--- src/rtl/i2c_regxfer_pkg.sv ---
package i2c_regxfer_pkg;

   localparam int BYTE_BITS = 8;

   // single-bit operations of the line driver
   typedef enum logic [1:0] {
      BIT_START,
      BIT_STOP,
      BIT_WR,
      BIT_RD
   } bit_cmd_e;

   // byte-level steps issued by the sequencer
   typedef enum logic [1:0] {
      BC_START,
      BC_STOP,
      BC_WRITE,
      BC_READ
   } byte_cmd_e;

   typedef enum logic [3:0] {
      SQ_IDLE,
      SQ_START,
      SQ_DEVW,
      SQ_PTR,
      SQ_DATA,
      SQ_RSTART,
      SQ_DEVR,
      SQ_RECV,
      SQ_STOP
   } seq_state_e;

   // Line levels {scl, sda} for a quarter phase of a bit operation.
   // SDA moves only in quarters where SCL is low, except for the
   // deliberate transitions that form start and stop conditions.
   function automatic logic [1:0] bit_lines(bit_cmd_e c, logic [1:0] ph,
                                            logic b, logic scl_now);
      logic [1:0] r;
      r = 2'b11;
      unique case (c)
         BIT_START: begin
            unique case (ph)
               2'd0:    r = {scl_now, 1'b1};
               2'd1:    r = 2'b11;
               2'd2:    r = 2'b10;
               default: r = 2'b00;
            endcase
         end
         BIT_STOP: begin
            unique case (ph)
               2'd0:    r = 2'b00;
               2'd1:    r = 2'b10;
               default: r = 2'b11;
            endcase
         end
         BIT_WR: begin
            unique case (ph)
               2'd0, 2'd3: r = {1'b0, b};
               default:    r = {1'b1, b};
            endcase
         end
         default: begin
            unique case (ph)
               2'd0, 2'd3: r = 2'b01;
               default:    r = 2'b11;
            endcase
         end
      endcase
      return r;
   endfunction

endpackage

--- src/rtl/i2c_regxfer_bit.sv ---
module i2c_regxfer_bit
   import i2c_regxfer_pkg::*;
#(
   parameter int QUARTER_CYCLES = 125,
   parameter int SYNC_STAGES    = 2
) (
   input  logic     clk,
   input  logic     rst_n,
   input  logic     cmd_valid,
   input  bit_cmd_e cmd,
   input  logic     din,
   output logic     done,
   output logic     dout,
   output logic     scl_o,
   output logic     sda_o,
   input  logic     sda_in
);

   localparam int CW = (QUARTER_CYCLES > 2) ? $clog2(QUARTER_CYCLES) : 1;
   localparam logic [CW-1:0] QLAST = CW'(QUARTER_CYCLES - 1);

   logic          sda_s;
   logic          busy_q;
   logic [1:0]    ph_q;
   logic [CW-1:0] cnt_q;
   bit_cmd_e      cmd_q;
   logic          b_q;

   // input synchroniser depth chosen by parameter
   generate
      if (SYNC_STAGES == 0) begin : g_nosync
         assign sda_s = sda_in;
      end else begin : g_sync
         logic [SYNC_STAGES-1:0] chain_q;
         always_ff @(posedge clk) begin
            if (!rst_n) chain_q <= '1;
            else        chain_q <= (chain_q << 1) | SYNC_STAGES'(sda_in);
         end
         assign sda_s = chain_q[SYNC_STAGES-1];
      end
   endgenerate

   always_ff @(posedge clk) begin
      if (!rst_n) begin
         busy_q <= 1'b0;
         ph_q   <= 2'd0;
         cnt_q  <= '0;
         cmd_q  <= BIT_STOP;
         b_q    <= 1'b1;
         done   <= 1'b0;
         dout   <= 1'b1;
         scl_o  <= 1'b1;
         sda_o  <= 1'b1;
      end else begin
         done <= 1'b0;
         if (!busy_q) begin
            if (cmd_valid) begin
               busy_q         <= 1'b1;
               ph_q           <= 2'd0;
               cnt_q          <= '0;
               cmd_q          <= cmd;
               b_q            <= din;
               {scl_o, sda_o} <= bit_lines(cmd, 2'd0, din, scl_o);
            end
         end else if (cnt_q == QLAST) begin
            cnt_q <= '0;
            if (ph_q == 2'd2 && cmd_q == BIT_RD) dout <= sda_s;
            if (ph_q == 2'd3) begin
               busy_q <= 1'b0;
               done   <= 1'b1;
            end else begin
               ph_q           <= ph_q + 2'd1;
               {scl_o, sda_o} <= bit_lines(cmd_q, ph_q + 2'd1, b_q, scl_o);
            end
         end else begin
            cnt_q <= cnt_q + 1'b1;
         end
      end
   end

   // during data and acknowledge bits SDA holds while SCL stays high
   p_sda_hold_r5: assert property (@(posedge clk) disable iff (!rst_n)
      (busy_q && (cmd_q == BIT_WR || cmd_q == BIT_RD) && scl_o && $past(scl_o))
         |-> $stable(sda_o));

   // a bit operation is never accepted while another one runs
   p_one_bit_r5: assert property (@(posedge clk) disable iff (!rst_n)
      (busy_q && !done) |=> (busy_q || done));

endmodule

--- src/rtl/i2c_regxfer_byte.sv ---
module i2c_regxfer_byte
   import i2c_regxfer_pkg::*;
(
   input  logic            clk,
   input  logic            rst_n,
   input  logic            cmd_valid,
   input  byte_cmd_e       cmd,
   input  logic [BYTE_BITS-1:0] tx_byte,
   input  logic            nack_out,
   output logic            done,
   output logic            ack_in,
   output logic [BYTE_BITS-1:0] rx_byte,
   output logic            bit_valid,
   output bit_cmd_e        bit_cmd,
   output logic            bit_din,
   input  logic            bit_done,
   input  logic            bit_dout
);

   localparam int BW = $clog2(BYTE_BITS);
   localparam logic [BW-1:0] LASTBIT = BW'(BYTE_BITS - 1);

   typedef enum logic [1:0] {BY_IDLE, BY_SHIFT, BY_ACK, BY_SINGLE} by_state_e;

   by_state_e              st_q;
   byte_cmd_e              op_q;
   logic [BYTE_BITS-1:0]   sr_q;
   logic [BW-1:0]          cnt_q;
   logic                   nack_q;

   assign rx_byte = sr_q;

   always_ff @(posedge clk) begin
      if (!rst_n) begin
         st_q      <= BY_IDLE;
         op_q      <= BC_START;
         sr_q      <= '0;
         cnt_q     <= '0;
         nack_q    <= 1'b1;
         done      <= 1'b0;
         ack_in    <= 1'b1;
         bit_valid <= 1'b0;
         bit_cmd   <= BIT_STOP;
         bit_din   <= 1'b1;
      end else begin
         bit_valid <= 1'b0;
         done      <= 1'b0;
         unique case (st_q)
            BY_IDLE: begin
               if (cmd_valid) begin
                  op_q      <= cmd;
                  nack_q    <= nack_out;
                  sr_q      <= tx_byte;
                  cnt_q     <= '0;
                  bit_valid <= 1'b1;
                  unique case (cmd)
                     BC_START: begin
                        bit_cmd <= BIT_START;
                        bit_din <= 1'b1;
                        st_q    <= BY_SINGLE;
                     end
                     BC_STOP: begin
                        bit_cmd <= BIT_STOP;
                        bit_din <= 1'b1;
                        st_q    <= BY_SINGLE;
                     end
                     BC_WRITE: begin
                        bit_cmd <= BIT_WR;
                        bit_din <= tx_byte[BYTE_BITS-1];
                        st_q    <= BY_SHIFT;
                     end
                     default: begin
                        bit_cmd <= BIT_RD;
                        bit_din <= 1'b1;
                        st_q    <= BY_SHIFT;
                     end
                  endcase
               end
            end
            BY_SHIFT: begin
               if (bit_done) begin
                  bit_valid <= 1'b1;
                  if (op_q == BC_WRITE) sr_q <= sr_q << 1;
                  else                  sr_q <= {sr_q[BYTE_BITS-2:0], bit_dout};
                  if (cnt_q == LASTBIT) begin
                     st_q    <= BY_ACK;
                     bit_cmd <= (op_q == BC_WRITE) ? BIT_RD : BIT_WR;
                     bit_din <= (op_q == BC_WRITE) ? 1'b1 : nack_q;
                  end else begin
                     cnt_q   <= cnt_q + 1'b1;
                     bit_cmd <= (op_q == BC_WRITE) ? BIT_WR : BIT_RD;
                     bit_din <= (op_q == BC_WRITE) ? sr_q[BYTE_BITS-2] : 1'b1;
                  end
               end
            end
            BY_ACK: begin
               if (bit_done) begin
                  done <= 1'b1;
                  st_q <= BY_IDLE;
                  if (op_q == BC_WRITE) ack_in <= bit_dout;
               end
            end
            default: begin
               if (bit_done) begin
                  done <= 1'b1;
                  st_q <= BY_IDLE;
               end
            end
         endcase
      end
   end

   // a byte step reports completion only once per request
   p_done_single_r2: assert property (@(posedge clk) disable iff (!rst_n)
      done |=> !done);

   // the bit layer is never handed a new operation while this layer idles
   p_bit_req_owned_r2: assert property (@(posedge clk) disable iff (!rst_n)
      (st_q == BY_IDLE && !cmd_valid) |=> !bit_valid);

endmodule

--- src/rtl/i2c_regxfer_ctrl.sv ---
module i2c_regxfer_ctrl
   import i2c_regxfer_pkg::*;
#(
   parameter logic [6:0] DEV_ADDR = 7'h68
) (
   input  logic            clk,
   input  logic            rst_n,
   input  logic            go,
   input  logic            op_read,
   input  logic [BYTE_BITS-1:0] reg_addr,
   input  logic [BYTE_BITS-1:0] wr_data,
   output logic            busy,
   output logic            done,
   output logic            error,
   output logic [BYTE_BITS-1:0] rd_data,
   output logic            byte_valid,
   output byte_cmd_e       byte_cmd,
   output logic [BYTE_BITS-1:0] byte_tx,
   output logic            byte_nack,
   input  logic            byte_done,
   input  logic            byte_ack,
   input  logic [BYTE_BITS-1:0] rx_byte
);

   seq_state_e           st_q, st_n;
   logic                 op_q, err_q, abort_n;
   logic [BYTE_BITS-1:0] reg_q, dat_q;

   function automatic byte_cmd_e cmd_of(seq_state_e s);
      unique case (s)
         SQ_START, SQ_RSTART: return BC_START;
         SQ_STOP:             return BC_STOP;
         SQ_RECV:             return BC_READ;
         default:             return BC_WRITE;
      endcase
   endfunction

   always_comb begin
      st_n    = st_q;
      abort_n = 1'b0;
      unique case (st_q)
         SQ_IDLE:   if (go) st_n = SQ_START;
         SQ_START:  if (byte_done) st_n = SQ_DEVW;
         SQ_DEVW, SQ_DEVR: if (byte_done) begin
            abort_n = byte_ack;
            st_n    = byte_ack ? SQ_STOP : ((st_q == SQ_DEVW) ? SQ_PTR : SQ_RECV);
         end
         SQ_PTR: if (byte_done) begin
            abort_n = byte_ack;
            if (byte_ack)  st_n = SQ_STOP;
            else if (op_q) st_n = SQ_RSTART;
            else           st_n = SQ_DATA;
         end
         SQ_DATA: if (byte_done) begin
            abort_n = byte_ack;
            st_n    = SQ_STOP;
         end
         SQ_RSTART: if (byte_done) st_n = SQ_DEVR;
         SQ_RECV:   if (byte_done) st_n = SQ_STOP;
         default:   if (byte_done) st_n = SQ_IDLE;
      endcase
   end

   assign busy = (st_q != SQ_IDLE);

   always_ff @(posedge clk) begin
      if (!rst_n) begin
         st_q       <= SQ_IDLE;
         op_q       <= 1'b0;
         reg_q      <= '0;
         dat_q      <= '0;
         err_q      <= 1'b0;
         done       <= 1'b0;
         error      <= 1'b0;
         rd_data    <= '0;
         byte_valid <= 1'b0;
         byte_cmd   <= BC_STOP;
         byte_tx    <= '1;
         byte_nack  <= 1'b1;
      end else begin
         st_q       <= st_n;
         byte_valid <= (st_n != st_q) && (st_n != SQ_IDLE);
         byte_cmd   <= cmd_of(st_n);
         byte_nack  <= 1'b1;
         unique case (st_n)
            SQ_DEVW: byte_tx <= {DEV_ADDR, 1'b0};
            SQ_DEVR: byte_tx <= {DEV_ADDR, 1'b1};
            SQ_PTR:  byte_tx <= reg_q;
            SQ_DATA: byte_tx <= dat_q;
            default: byte_tx <= '1;
         endcase
         if (st_q == SQ_IDLE && go) begin
            op_q  <= op_read;
            reg_q <= reg_addr;
            dat_q <= wr_data;
            err_q <= 1'b0;
         end else if (abort_n) begin
            err_q <= 1'b1;
         end
         if (st_q == SQ_RECV && byte_done) rd_data <= rx_byte;
         done  <= (st_q == SQ_STOP) && byte_done;
         error <= (st_q == SQ_STOP) && byte_done && err_q;
      end
   end

   // a refused byte leads straight to the stop step
   p_nack_stop_r4: assert property (@(posedge clk) disable iff (!rst_n)
      (byte_done && byte_ack &&
       (st_q == SQ_DEVW || st_q == SQ_PTR || st_q == SQ_DATA || st_q == SQ_DEVR))
         |=> (st_q == SQ_STOP));

   // the error flag only ever accompanies completion
   p_err_with_done_r4: assert property (@(posedge clk) disable iff (!rst_n)
      error |-> done);

   // requests arriving mid-transaction leave the captured request alone
   p_go_ignored_r6: assert property (@(posedge clk) disable iff (!rst_n)
      (busy && go) |=> ($stable(op_q) && $stable(reg_q) && $stable(dat_q)));

   // completion is a single-cycle pulse
   p_done_pulse_r7: assert property (@(posedge clk) disable iff (!rst_n)
      done |=> !done);

   // a taken request raises busy on the next cycle
   p_busy_rise_r7: assert property (@(posedge clk) disable iff (!rst_n)
      (!busy && go) |=> busy);

   // an aborted transaction never alters the read result
   p_rd_kept_r8: assert property (@(posedge clk) disable iff (!rst_n)
      (st_q == SQ_STOP && err_q) |=> $stable(rd_data));

endmodule

--- src/rtl/i2c_regxfer.sv ---
module i2c_regxfer
   import i2c_regxfer_pkg::*;
#(
   parameter int         QUARTER_CYCLES = 125,
   parameter int         SYNC_STAGES    = 2,
   parameter logic [6:0] DEV_ADDR       = 7'h68
) (
   input  logic       clk,
   input  logic       rst_n,
   input  logic       go,
   input  logic       op_read,
   input  logic [7:0] reg_addr,
   input  logic [7:0] wr_data,
   output logic       busy,
   output logic       done,
   output logic       error,
   output logic [7:0] rd_data,
   output logic       scl_release,
   output logic       sda_release,
   input  logic       sda_in
);

   // elaboration checks on the timing parameters
   generate
      if (SYNC_STAGES < 0 || SYNC_STAGES > 4) begin : g_bad_sync
         $error("i2c_regxfer: SYNC_STAGES must lie in 0..4");
      end
      if (QUARTER_CYCLES < SYNC_STAGES + 2) begin : g_bad_quarter
         $error("i2c_regxfer: QUARTER_CYCLES too short for the SDA synchroniser");
      end
   endgenerate

   logic                 byte_valid, byte_nack, byte_done, byte_ack;
   byte_cmd_e            byte_cmd;
   logic [BYTE_BITS-1:0] byte_tx, rx_byte;
   logic                 bit_valid, bit_din, bit_done, bit_dout;
   bit_cmd_e             bit_cmd;

   i2c_regxfer_ctrl #(.DEV_ADDR(DEV_ADDR)) u_ctrl (
      .clk        (clk),
      .rst_n      (rst_n),
      .go         (go),
      .op_read    (op_read),
      .reg_addr   (reg_addr),
      .wr_data    (wr_data),
      .busy       (busy),
      .done       (done),
      .error      (error),
      .rd_data    (rd_data),
      .byte_valid (byte_valid),
      .byte_cmd   (byte_cmd),
      .byte_tx    (byte_tx),
      .byte_nack  (byte_nack),
      .byte_done  (byte_done),
      .byte_ack   (byte_ack),
      .rx_byte    (rx_byte)
   );

   i2c_regxfer_byte u_byte (
      .clk       (clk),
      .rst_n     (rst_n),
      .cmd_valid (byte_valid),
      .cmd       (byte_cmd),
      .tx_byte   (byte_tx),
      .nack_out  (byte_nack),
      .done      (byte_done),
      .ack_in    (byte_ack),
      .rx_byte   (rx_byte),
      .bit_valid (bit_valid),
      .bit_cmd   (bit_cmd),
      .bit_din   (bit_din),
      .bit_done  (bit_done),
      .bit_dout  (bit_dout)
   );

   i2c_regxfer_bit #(
      .QUARTER_CYCLES (QUARTER_CYCLES),
      .SYNC_STAGES    (SYNC_STAGES)
   ) u_bit (
      .clk       (clk),
      .rst_n     (rst_n),
      .cmd_valid (bit_valid),
      .cmd       (bit_cmd),
      .din       (bit_din),
      .done      (bit_done),
      .dout      (bit_dout),
      .scl_o     (scl_release),
      .sda_o     (sda_release),
      .sda_in    (sda_in)
   );

   // with no transaction running both lines are released
   p_idle_release_r1: assert property (@(posedge clk) disable iff (!rst_n)
      !busy |-> (scl_release && sda_release));

endmodule

--- config.mk ---
export PLATFORM = sky130hd
export DESIGN_NAME = i2c_regxfer
export DESIGN_NICKNAME = d
export VERILOG_FILES = /design/src/rtl/i2c_regxfer_pkg.sv /design/src/rtl/i2c_regxfer_bit.sv /design/src/rtl/i2c_regxfer_byte.sv /design/src/rtl/i2c_regxfer_ctrl.sv /design/src/rtl/i2c_regxfer.sv
export SDC_FILE = /design/constraint.sdc
export NUM_CORES = 1
export LEC_CHECK = 0
export ABC_AREA = 1
export BUFFER_PORTS_ARGS = -buffer_cell sky130_fd_sc_hd__buf_4
export CAP_MARGIN = 20
export CORE_MARGIN = 4
export CORE_UTILIZATION = 45
export CTS_BUF_LIST = sky130_fd_sc_hd__clkbuf_4
export DETAILED_ROUTE_END_ITERATION = 10
export PLACE_DENSITY = 0.74
export SLEW_MARGIN = 10
export SYNTH_ARGS = -nofsm -noshare
export SYNTH_HDL_FRONTEND = slang
export SYNTH_SLANG_ARGS = --single-unit
--- constraint.sdc ---
create_clock -name clk -period 4.23 [get_ports clk]
set_input_delay 0.846 -clock clk [delete_from_list [all_inputs] [get_ports clk]]
set_output_delay 0.846 -clock clk [all_outputs]
set_load 0.01 [all_outputs]
Word level (Yosys, flattened, before mapping)
Cells that the tools add are included.
{ "word_totals": {"wordCells": 185, "ff_bits": 83, "output_inout_bits": 13} }
{ "op_classes": {"mux": 72, "n_reduce_logical": 35, "bitwise": 3, "eq_ne": 42, "n_addsub": 3} }
{ "op_table": {"columns": ["op", "n"], "rows": [
  ["$mux 4", 9],
  ["$eq 4x3->1 const B", 8],
  ["$pmux 8 s4", 1],
  ["$pmux 2 s3", 5],
  ["$mux 2", 14],
  ["$mux 1", 26],
  ["$pmux 4 s6", 1],
  ["$mux 7", 3],
  ["$eq 2x2->1 const B", 10],
  ["$eq 4x2->1 const B", 4],
  ["$mux 8", 2],
  ["$pmux 8 s2", 1],
  ["$reduce_and 3->1", 5],
  ["$mux 3", 4],
  ["$pmux 2 s2", 3],
  ["$reduce_or 2->1", 6],
  ["$eq 2x1->1 const B", 5],
  ["$logic_not 2->1", 5],
  ["$eq 4x1->1 const B", 2],
  ["$eq 4x4->1 const B", 2],
  ["$ne 2x2->1 const B", 4],
  ["$reduce_and 4->1", 2],
  ["$reduce_bool 4->1", 2],
  ["$add 7x1->7 const B", 1],
  ["18 further kinds", 30]
]} }

Logic depth before layout (Yosys ltp)
Gate-level depths: netlist (run 1).
{ "logic_depth": {"depth_word": 8, "ltp_mapped": 12} }

Cells and area by module
From an unflattened synthesis (run 1), not the netlist that was laid out.
{ "hier_totals": {"hier_cells": 569, "area_unflattened_um2": 4140.2} }
{ "modules_own_cells": {"columns": ["mod", "area_each_um2", "n_inst", "cells_each"], "rows": [
  ["i2c_regxfer_ctrl", 2009.4, 1, 267],
  ["i2c_regxfer_byte", 1074.8, 1, 151],
  ["i2c_regxfer_bit", 1056.0, 1, 151]
]} }

Least setup slack after synthesis (run 1)
No wires, ideal clock.
{ "synth_timing": {"path_kind": "input to register", "start": "in go", "end": "reg u_ctrl.byte_tx[0]", "stages": 8, "n_path_buf": 0, "path_slack_ns": 2.450, "t_arrival_ns": 1.662, "cell_sequence": "nand3_2 -> nand3_1 -> nor2_4 -> nand3_2 -> nand2_1 -> nor2_2 -> nor2_4 -> nand2_1"} }
{ "synth_between": {"elab_chain_cells": 4, "word_cells_on_any_way": 7, "cone_classes": "4 x eq/ne; 3 x mux"} }
{ "synth_lines": {"columns": ["item", "line_no", "rtl"], "rows": [
  ["start, declared", "i2c_regxfer.sv:10", "input logic go,"],
  ["$mux 4 (*)", "i2c_regxfer_ctrl.sv:42", "SQ_IDLE: if (go) st_n = SQ_START;"],
  ["$pmux 4 s6 (*)", "i2c_regxfer_ctrl.sv:41", "unique case (st_q)"],
  ["$eq 4x3->1 or $eq 4x2->1 (tied branches)", "i2c_regxfer_ctrl.sv:85", "unique case (st_n)"],
  ["$pmux 8 s4 (*)", "i2c_regxfer_ctrl.sv:85", null],
  ["end signal, assigned", "i2c_regxfer_ctrl.sv:86", "SQ_DEVW: byte_tx <= {DEV_ADDR, 1'b0};"],
  ["end signal, assigned", "i2c_regxfer_ctrl.sv:87", "SQ_DEVR: byte_tx <= {DEV_ADDR, 1'b1};"],
  ["end signal, assigned", "i2c_regxfer_ctrl.sv:88", "SQ_PTR: byte_tx <= reg_q;"],
  ["end, declared", "i2c_regxfer_ctrl.sv:18", "output logic [BYTE_BITS-1:0] byte_tx,"]
]} }
Mark *: on every way between the ends. The rest lies on a longest branch, timed or not.
A chain may end at the register's enable or synchronous reset.

Worst setup path in the final report (run 1)
{ "layout_timing": {"start": "reg u_byte.st_q[0]", "end": "reg u_byte.bit_din"} }
{ "layout_between": {"elab_chain_cells": 3, "word_cells_on_any_way": 7, "cone_classes": "3 x eq/ne; 1 x mux; 3 x reduce/logical"} }
{ "layout_lines": {"columns": ["item", "line_no", "rtl"], "rows": [
  ["start, declared", "i2c_regxfer_byte.sv:25", "by_state_e st_q;"],
  ["start signal, assigned", "i2c_regxfer_byte.sv:35", "st_q <= BY_IDLE;"],
  ["start signal, assigned", "i2c_regxfer_byte.sv:60", "st_q <= BY_SINGLE;"],
  ["start signal, assigned", "i2c_regxfer_byte.sv:65", "st_q <= BY_SINGLE;"],
  ["$eq 2x1->1 or $logic_not 2->1 (tied branches)", "i2c_regxfer_byte.sv:48", "unique case (st_q)"],
  ["$ne 2x1->1 (no source line) (tied with other cells)", null, null],
  ["$reduce_and 3->1 (no source line)", null, null],
  ["end signal, assigned", "i2c_regxfer_byte.sv:69", "bit_din <= tx_byte[BYTE_BITS-1];"],
  ["end signal, assigned", "i2c_regxfer_byte.sv:88", "bit_din <= (op_q == BC_WRITE) ? 1'b1 : nack_q;"],
  ["end signal, assigned", "i2c_regxfer_byte.sv:92", "bit_din <= (op_q == BC_WRITE) ? sr_q[BYTE_BITS-2] : 1'b1;"],
  ["end, declared", "i2c_regxfer_byte.sv:15", "output logic bit_din,"]
]} }
Parallel ways exist; a longest one is shown, timed or not.

==> results.sh, run 1 <==
export IMPL_synth_seq_cells=83
export IMPL_clk_path_buf_depth=2
export IMPL_yosysTopAreaCell="dfxtp_1"
export IMPL_syn_avg_cell_area_um2=7.39
export IMPL_grt_max_degree=45
export IMPL_async_flop_share=0
export IMPL_avgViaCountPerCell=5.07
export IMPL_tns_ns=0
export IMPL_crit_end="u_byte.bit_din"
export IMPL_p_leak_nw=1.84
export IMPL_start_kind="flop"
export IMPL_fin_skew_ns=0.0167
export IMPL_power_density_mw_per_mm2=346
export IMPL_stdcell_count=630
export IMPL_wl_per_cell_um=12.0
export IMPL_cts_tree="built"
export IMPL_cp_required_ns=4.61
export IMPL_cts_sinks=83
export IMPL_drt_pass1_iter_count=4
export IMPL_grt_overflow=0
export IMPL_drtIter0Drc=149
export IMPL_path_cells="inv_1 -> nor2_1 -> a21oi_1 -> inv_1 -> o311ai_0 -> o211ai_1"
export IMPL_clock_root_buffer="clkbuf_4"
export IMPL_syn_cell_area_mm2=0.00367
export IMPL_synthFlopType="dfxtp_1"
export IMPL_syn_inst=497
export IMPL_finalMaxSlewViolations=0
export IMPL_fmax_ghz=0.462
export IMPL_min_period_ns=2.17
export IMPL_nFillCells=786
export IMPL_path_delay_family="compound AO/OA/AOI/OAI gates"
export IMPL_crit_top_cell="inv_1"
export IMPL_area_growth_pct=11.5
export IMPL_antenna_left=0
export IMPL_synth_top_area_share=0.453
export IMPL_drive_gt1_frac=0.142
export IMPL_hold_class="reg2reg"
export IMPL_hold_buffers=0
export IMPL_dieArea_mm2=0.00967
export IMPL_period_share=0.512
export IMPL_floorplan_die_height_um=98.3
export IMPL_post_cts_buffers=0
export IMPL_crit_cells=6
export IMPL_grt_antenna_before_repair=0
export IMPL_crit_buf_inv=2
export IMPL_maxSlewHeadroom=0.278
export IMPL_setup_worst_path_start="u_byte.st_q[0]"
export IMPL_vias=3192
export IMPL_design_core_area_mm2=0.00785
export IMPL_die_w_um=98.3
export IMPL_r2r_start="u_byte.st_q[0]"
export IMPL_synth_edf_count=0
export IMPL_num_io_pins=34
export IMPL_start_util=0.468
export IMPL_critical_path_max_stage_delay_ns=0.59
export IMPL_final_setup_viol_count=0
export IMPL_dp_cells=614
export IMPL_critPathKind="reg2reg"
export IMPL_status="completed"
export IMPL_ys_seq_area_frac=0.453
export IMPL_rsz0062_at_grt="no"
export IMPL_clkSlewWorstSetupHoldPaths_ns=0.14
export IMPL_synth_most_common_cell="nand2_1"
export IMPL_routed_wl_um=7580
export IMPL_yosys_top_cells_area="dfxtp_1 (45%), nand2_1 (11%), a21oi_1 (6.3%), inv_1 (5.9%), o21ai_0 (5.5%)"
export IMPL_gp_congestion=0.902
export IMPL_grt_usage=0.165
export IMPL_io_buffers=33
export IMPL_rrSetupSlack_ns=2.06
export IMPL_place_hpwl_um=5470
export IMPL_h_tree_depth=3
export IMPL_worstMarginPinSlew_ns=1.08
export IMPL_grt_pass1_vias=2948
export IMPL_reg2reg_to="u_byte.bit_din"
export IMPL_clk_latency_ns=0.45
export IMPL_arrival_ns=2.54
export IMPL_cts_made_buffers=9
export IMPL_maxCapViolCount=0
export IMPL_rr_worst_depth=6
export IMPL_worstHoldStart="u_bit.g_sync.chain_q[0]"
export IMPL_post_cts_resized=0
export IMPL_syn_nets=525
export IMPL_synth_distinct_cells=34
export IMPL_cp_slowest_cell="nor2_1"
export IMPL_fin_nets=551
export IMPL_num_rows=32
export IMPL_synth_commonest_cells="nand2_1 (106), dfxtp_1 (83), inv_1 (58), a21oi_1 (46), o21ai_0 (40)"
export IMPL_yosys_warnings=0
export IMPL_diodes=0
export IMPL_cp_end_kind="flop"
export IMPL_critical_path_peak_fanout=20
export IMPL_grt_pass1_wl_um=13300
export IMPL_timing_final_hold_violations=0
export IMPL_route_detailed_drc=0
export IMPL_ir_drop_uv=246
[worst reg2reg max path, cell delays in order (launching register included)]
cell and delay (ns):
dfxtp_1 0.37, inv_1 0.07, nor2_1 0.59, a21oi_1 0.24, inv_1 0.43, o311ai_0 0.27, o211ai_1 0.13
[layer usage]
metal / global-route usage / vias up / part of all wire
li1: - / 1682 / -
met1: 0.207 / 1436 / 0.46
met2: 0.273 / 58 / 0.48
met3: 0.0300 / 16 / 0.037
met4: 0.0767 / 0 / 0.021
met5: 0 / - / 0
[cell families after synthesis]
logic type / after synthesis / synth area share
adders and majority gates: 7 / 0.0239
AOI/OAI and AO/OA: 112 / 0.170
DFF: 83 / 0.453
and+or+nand+nor: 209 / 0.259
buffers and inverters: 82 / 0.0855
xor gates and xnor gates: 4 / 0.00955
[cells in the final DEF, fill, tap and decap left out, types with 3 or more instances in the layout]
cell type	count
nand3_2	5
nand2_2	4
nor2_1	39
inv_1	58
buf_4	33
nand4_1	6
nor2_2	6
nor2_4	3
inv_2	6
dfxtp_1	83
nand3_1	26
clkbuf_4	9
nor3_1	8
a211oi_1	3
o211ai_1	6
ha_1	7
o21ai_0	40
a31oi_1	9
a21oi_1	46
nand2_1	106
[power by group]
part           switching, mW  internal [mW]  total, mW
Clock                  0.291          0.124      0.415
Combinational         0.0957         0.0592      0.155
Sequential            0.0270          0.820      0.847
[sequential cells by signal (all words and copies together) (netlist names), 2 cells and up]
| register | count |
|---|---|
| u_ctrl.byte_cmd | 2 |
| u_byte.bit_cmd | 2 |
| u_bit.ph_q | 2 |
| u_bit.g_sync.chain_q | 2 |
| u_ctrl.dat_q | 8 |
| u_byte.st_q | 2 |
| u_ctrl.byte_tx | 8 |
| u_bit.cmd_q | 2 |
| u_bit.cnt_q | 7 |
| u_ctrl.rd_data | 8 |
| u_ctrl.st_q | 4 |
| u_ctrl.reg_q | 8 |
| u_byte.rx_byte | 8 |
| u_byte.op_q | 2 |
| u_byte.cnt_q | 3 |
[cell type report]
cell class                 instances  area [µm²]  share of cell area
sequential                        83        1660               0.406
clock inverter                     7        51.3              0.0125
inverter                          64         240              0.0587
multi-input combinational        332        1700               0.414
timing repair buffer              33         248              0.0606
tap                              102         128              0.0312
clock buffer                       9        67.6              0.0165
[worst min path at each step]
stage                                         end  slack [ns]  cells past startpoint
final                     u_bit.g_sync.chain_q[1]        0.44                      1
after global routing            u_ctrl.rd_data[3]        0.47                      2
after CTS                 u_bit.g_sync.chain_q[1]        0.44                      1
after detailed placement  u_bit.g_sync.chain_q[1]        0.41                      1
after global placement    u_bit.g_sync.chain_q[1]        0.40                      1
after floorplan           u_bit.g_sync.chain_q[1]        0.39                      1
[metrics by stage]
stage / util / instance area [µm²] / setup WS, ns / hold slack (ns) / power, mW
after floorplan: - / 3670 / 2.45 / 0.393 / 0.973
after global placement: 0.506 / 3970 / 1.88 / 0.404 / 1.01
after detailed placement: 0.506 / 3970 / 1.85 / 0.408 / 1.02
after CTS: 0.521 / 4090 / 2.07 / 0.442 / 1.42
after global routing: 0.521 / 4090 / 1.73 / 0.475 / 1.48
final: 0.521 / 4090 / 2.06 / 0.438 / 1.42
Note: power is estimated with default switching activity, not from simulation.
==> run 2: changes to the inputs <==
==> constraint.sdc (replaced) <==
create_clock -name clk -period 2.1 [get_ports clk]
set_input_delay 0.42 -clock clk [delete_from_list [all_inputs] [get_ports clk]]
set_output_delay 0.42 -clock clk [all_outputs]
set_load 0.01 [all_outputs]
==> run 2 against run 1 <==
Against the previous run: critical path depth rose by 5; sequential share of layout area fell by 0.93 points; power rose by 120%; highest routed layer unchanged; clock-buffer cell count rose by 1; via count rose by 2.9%; combinational power rose by 110%; largest cell class unchanged; setup slack got worse by 1.9 ns; register-to-register slack got worse by 1.9 ns; global-route usage rose by 0.055 points; critical endpoint is now u_ctrl.byte_tx[4]; non-clock buffer count rose by 7.
==> results.sh, run 2 (same netlist as run 1, synthesis figures left out) <==
export IMPL_die_w_um=98.3
export IMPL_pwr_share_clk=0.340
export IMPL_multi_input_area_mm2=0.00170
export IMPL_rr_worst_depth=11
export IMPL_grt_pass1_vias=3212
export IMPL_p_sw_frac=0.260
export IMPL_fin_util=0.534
export IMPL_routed_wl_um=7850
export IMPL_final_cell_mix="nand2_1 (106), dfxtp_1 (83), inv_1 (58)"
export IMPL_final_setup_viol_count=0
export IMPL_min_path_cells=2
export IMPL_drive_gt1_frac=0.153
export IMPL_worstMarginPinSlew_ns=0.656
export IMPL_route_detailed_drc=0
export IMPL_r2r_start="u_byte.done"
export IMPL_rsz0062_at_grt="no"
export IMPL_fin_hold_ws_ns=0.179
export IMPL_reg2reg_to="u_ctrl.byte_tx[4]"
export IMPL_cts_made_buffers=9
export IMPL_final_common_cell="nand2_1"
export IMPL_post_cts_buffers=0
export IMPL_design_core_area_mm2=0.00785
export IMPL_design_area_mm2=0.00419
export IMPL_grt_max_degree=44
export IMPL_start_util=0.468
export IMPL_cts_tree="built"
export IMPL_area_growth_pct=14.1
export IMPL_vias=3284
export IMPL_grt_antenna_before_repair=0
export IMPL_clkSlewWorstSetupHoldPaths_ns=0.13
export IMPL_maxSlewHeadroom=0.562
export IMPL_clock_root_buffer="clkbuf_4"
export IMPL_hold_class="in2reg"
export IMPL_cp_end_kind="flop"
export IMPL_start_kind="flop"
export IMPL_post_cts_resized=0
export IMPL_drt_pass1_iter_count=4
export IMPL_ir_drop_uv=302
export IMPL_nFillCells=792
export IMPL_fin_skew_ns=0.00987
export IMPL_maxCapViolCount=0
export IMPL_clk_latency_ns=0.41
export IMPL_status="completed"
export IMPL_timing_final_hold_violations=0
export IMPL_cts_sinks=83
export IMPL_internal_power_mw=2.28
export IMPL_dieArea_mm2=0.00967
export IMPL_grt_pass1_wl_um=13500
export IMPL_hold_buffers=0
export IMPL_place_hpwl_um=5760
export IMPL_tns_ns=0
export IMPL_avgViaCountPerCell=5.16
export IMPL_rrSetupSlack_ns=0.19
export IMPL_combPwrFrac=0.105
export IMPL_seq_area_mm2=0.00166
export IMPL_power_frac_seq=0.554
export IMPL_drtIter0Drc=110
export IMPL_num_rows=32
export IMPL_floorplan_die_height_um=98.3
export IMPL_diodes=0
export IMPL_critPathKind="reg2reg"
export IMPL_worstHoldStart="sda_in"
export IMPL_finalMaxSlewViolations=0
export IMPL_p_switching_uw=801
export IMPL_p_leak_nw=1.89
export IMPL_grt_usage=0.165
export IMPL_hold_end="u_bit.g_sync.chain_q[0]"
export IMPL_dpl_cell_area_mm2=0.00403
export IMPL_critical_path_peak_fanout=11
export IMPL_gp_congestion=0.902
export IMPL_clk_path_buf_depth=2
export IMPL_power_density_mw_per_mm2=735
export IMPL_num_io_pins=34
export IMPL_period_share=0.912
export IMPL_fin_nets=558
export IMPL_antenna_left=0
export IMPL_grt_overflow=0
export IMPL_arrival_ns=2.23
export IMPL_cp_required_ns=2.42
export IMPL_wl_per_cell_um=12.3
export IMPL_min_period_ns=1.91
export IMPL_io_buffers=33
export IMPL_fmax_ghz=0.522
export IMPL_setup_worst_path_start="u_byte.done"
export IMPL_h_tree_depth=3
run 2: cell types whose count changed in the layout (fill, tap and decap cells not counted), sizes merged:
cell,change
bufinv,+2
clkinvlp,+1
inv,-1
clkinv,-3
buf,+7
clkbuf,+1
run 2: per-layer routing:
metal / wire length, µm / GRT usage / vias up
met2: 3870 / 0.299 / 61
li1: - / - / 1697
met1: 3540 / 0.187 / 1510
met4: 181 / 0.0599 / 0
met5: 0 / 0 / -
met3: 260 / 0.0407 / 16
run 2: final cells by class:
class,count,area share
clock buffer,10,0.0179
clock inverter,6,0.0209
inverter,64,0.0574
multi-input combinational,332,0.405
sequential,83,0.397
tap,102,0.0305
timing repair buffer,40,0.0717
run 2: per-stage QoR:
step | total power, mW | cells | setup WS [ns]
after floorplan | 1.96 | 497 | 0.625
after global placement | 2.05 | 621 | 0.383
after detailed placement | 2.07 | 621 | 0.254
after CTS | 3.10 | 637 | 0.240
after global routing | 3.23 | 637 | 0.0124
final | 3.08 | 637 | 0.186
run 2: critical path: stages (launching register included):
cell and delay (ns):
dfxtp_1 0.57, inv_1 0.15, nor2_1 0.15, nand3_2 0.13, nand2_1 0.08, nor2_1 0.07, inv_2 0.13, nand2_1 0.12
nor2_2 0.14, nor2_2 0.05, nor2_4 0.15, nand2_1 0.09
run 2: power groups by stage:
stage | Sequential (mW) | Combinational [mW] | Clock, mW
2_1_floorplan | 1.73 | 0.234 | 0
3_3_place_gp | 1.74 | 0.316 | 0
3_5_place_dp | 1.74 | 0.325 | 0
4_1_cts | 1.71 | 0.326 | 1.07
5_1_grt | 1.72 | 0.378 | 1.13
6_report | 1.71 | 0.324 | 1.05
run 2: how the worst max path moves through the flow:
stage,end,cells after the start,slack [ns]
6_report,u_ctrl.byte_tx[4],11,0.19
3_5_place_dp,u_ctrl.byte_tx[4],11,0.25
5_1_grt,u_ctrl.byte_tx[3],11,0.01
4_1_cts,u_ctrl.byte_tx[4],11,0.24
3_3_place_gp,u_ctrl.byte_tx[4],11,0.38
2_1_floorplan,u_ctrl.byte_tx[0],12,0.62
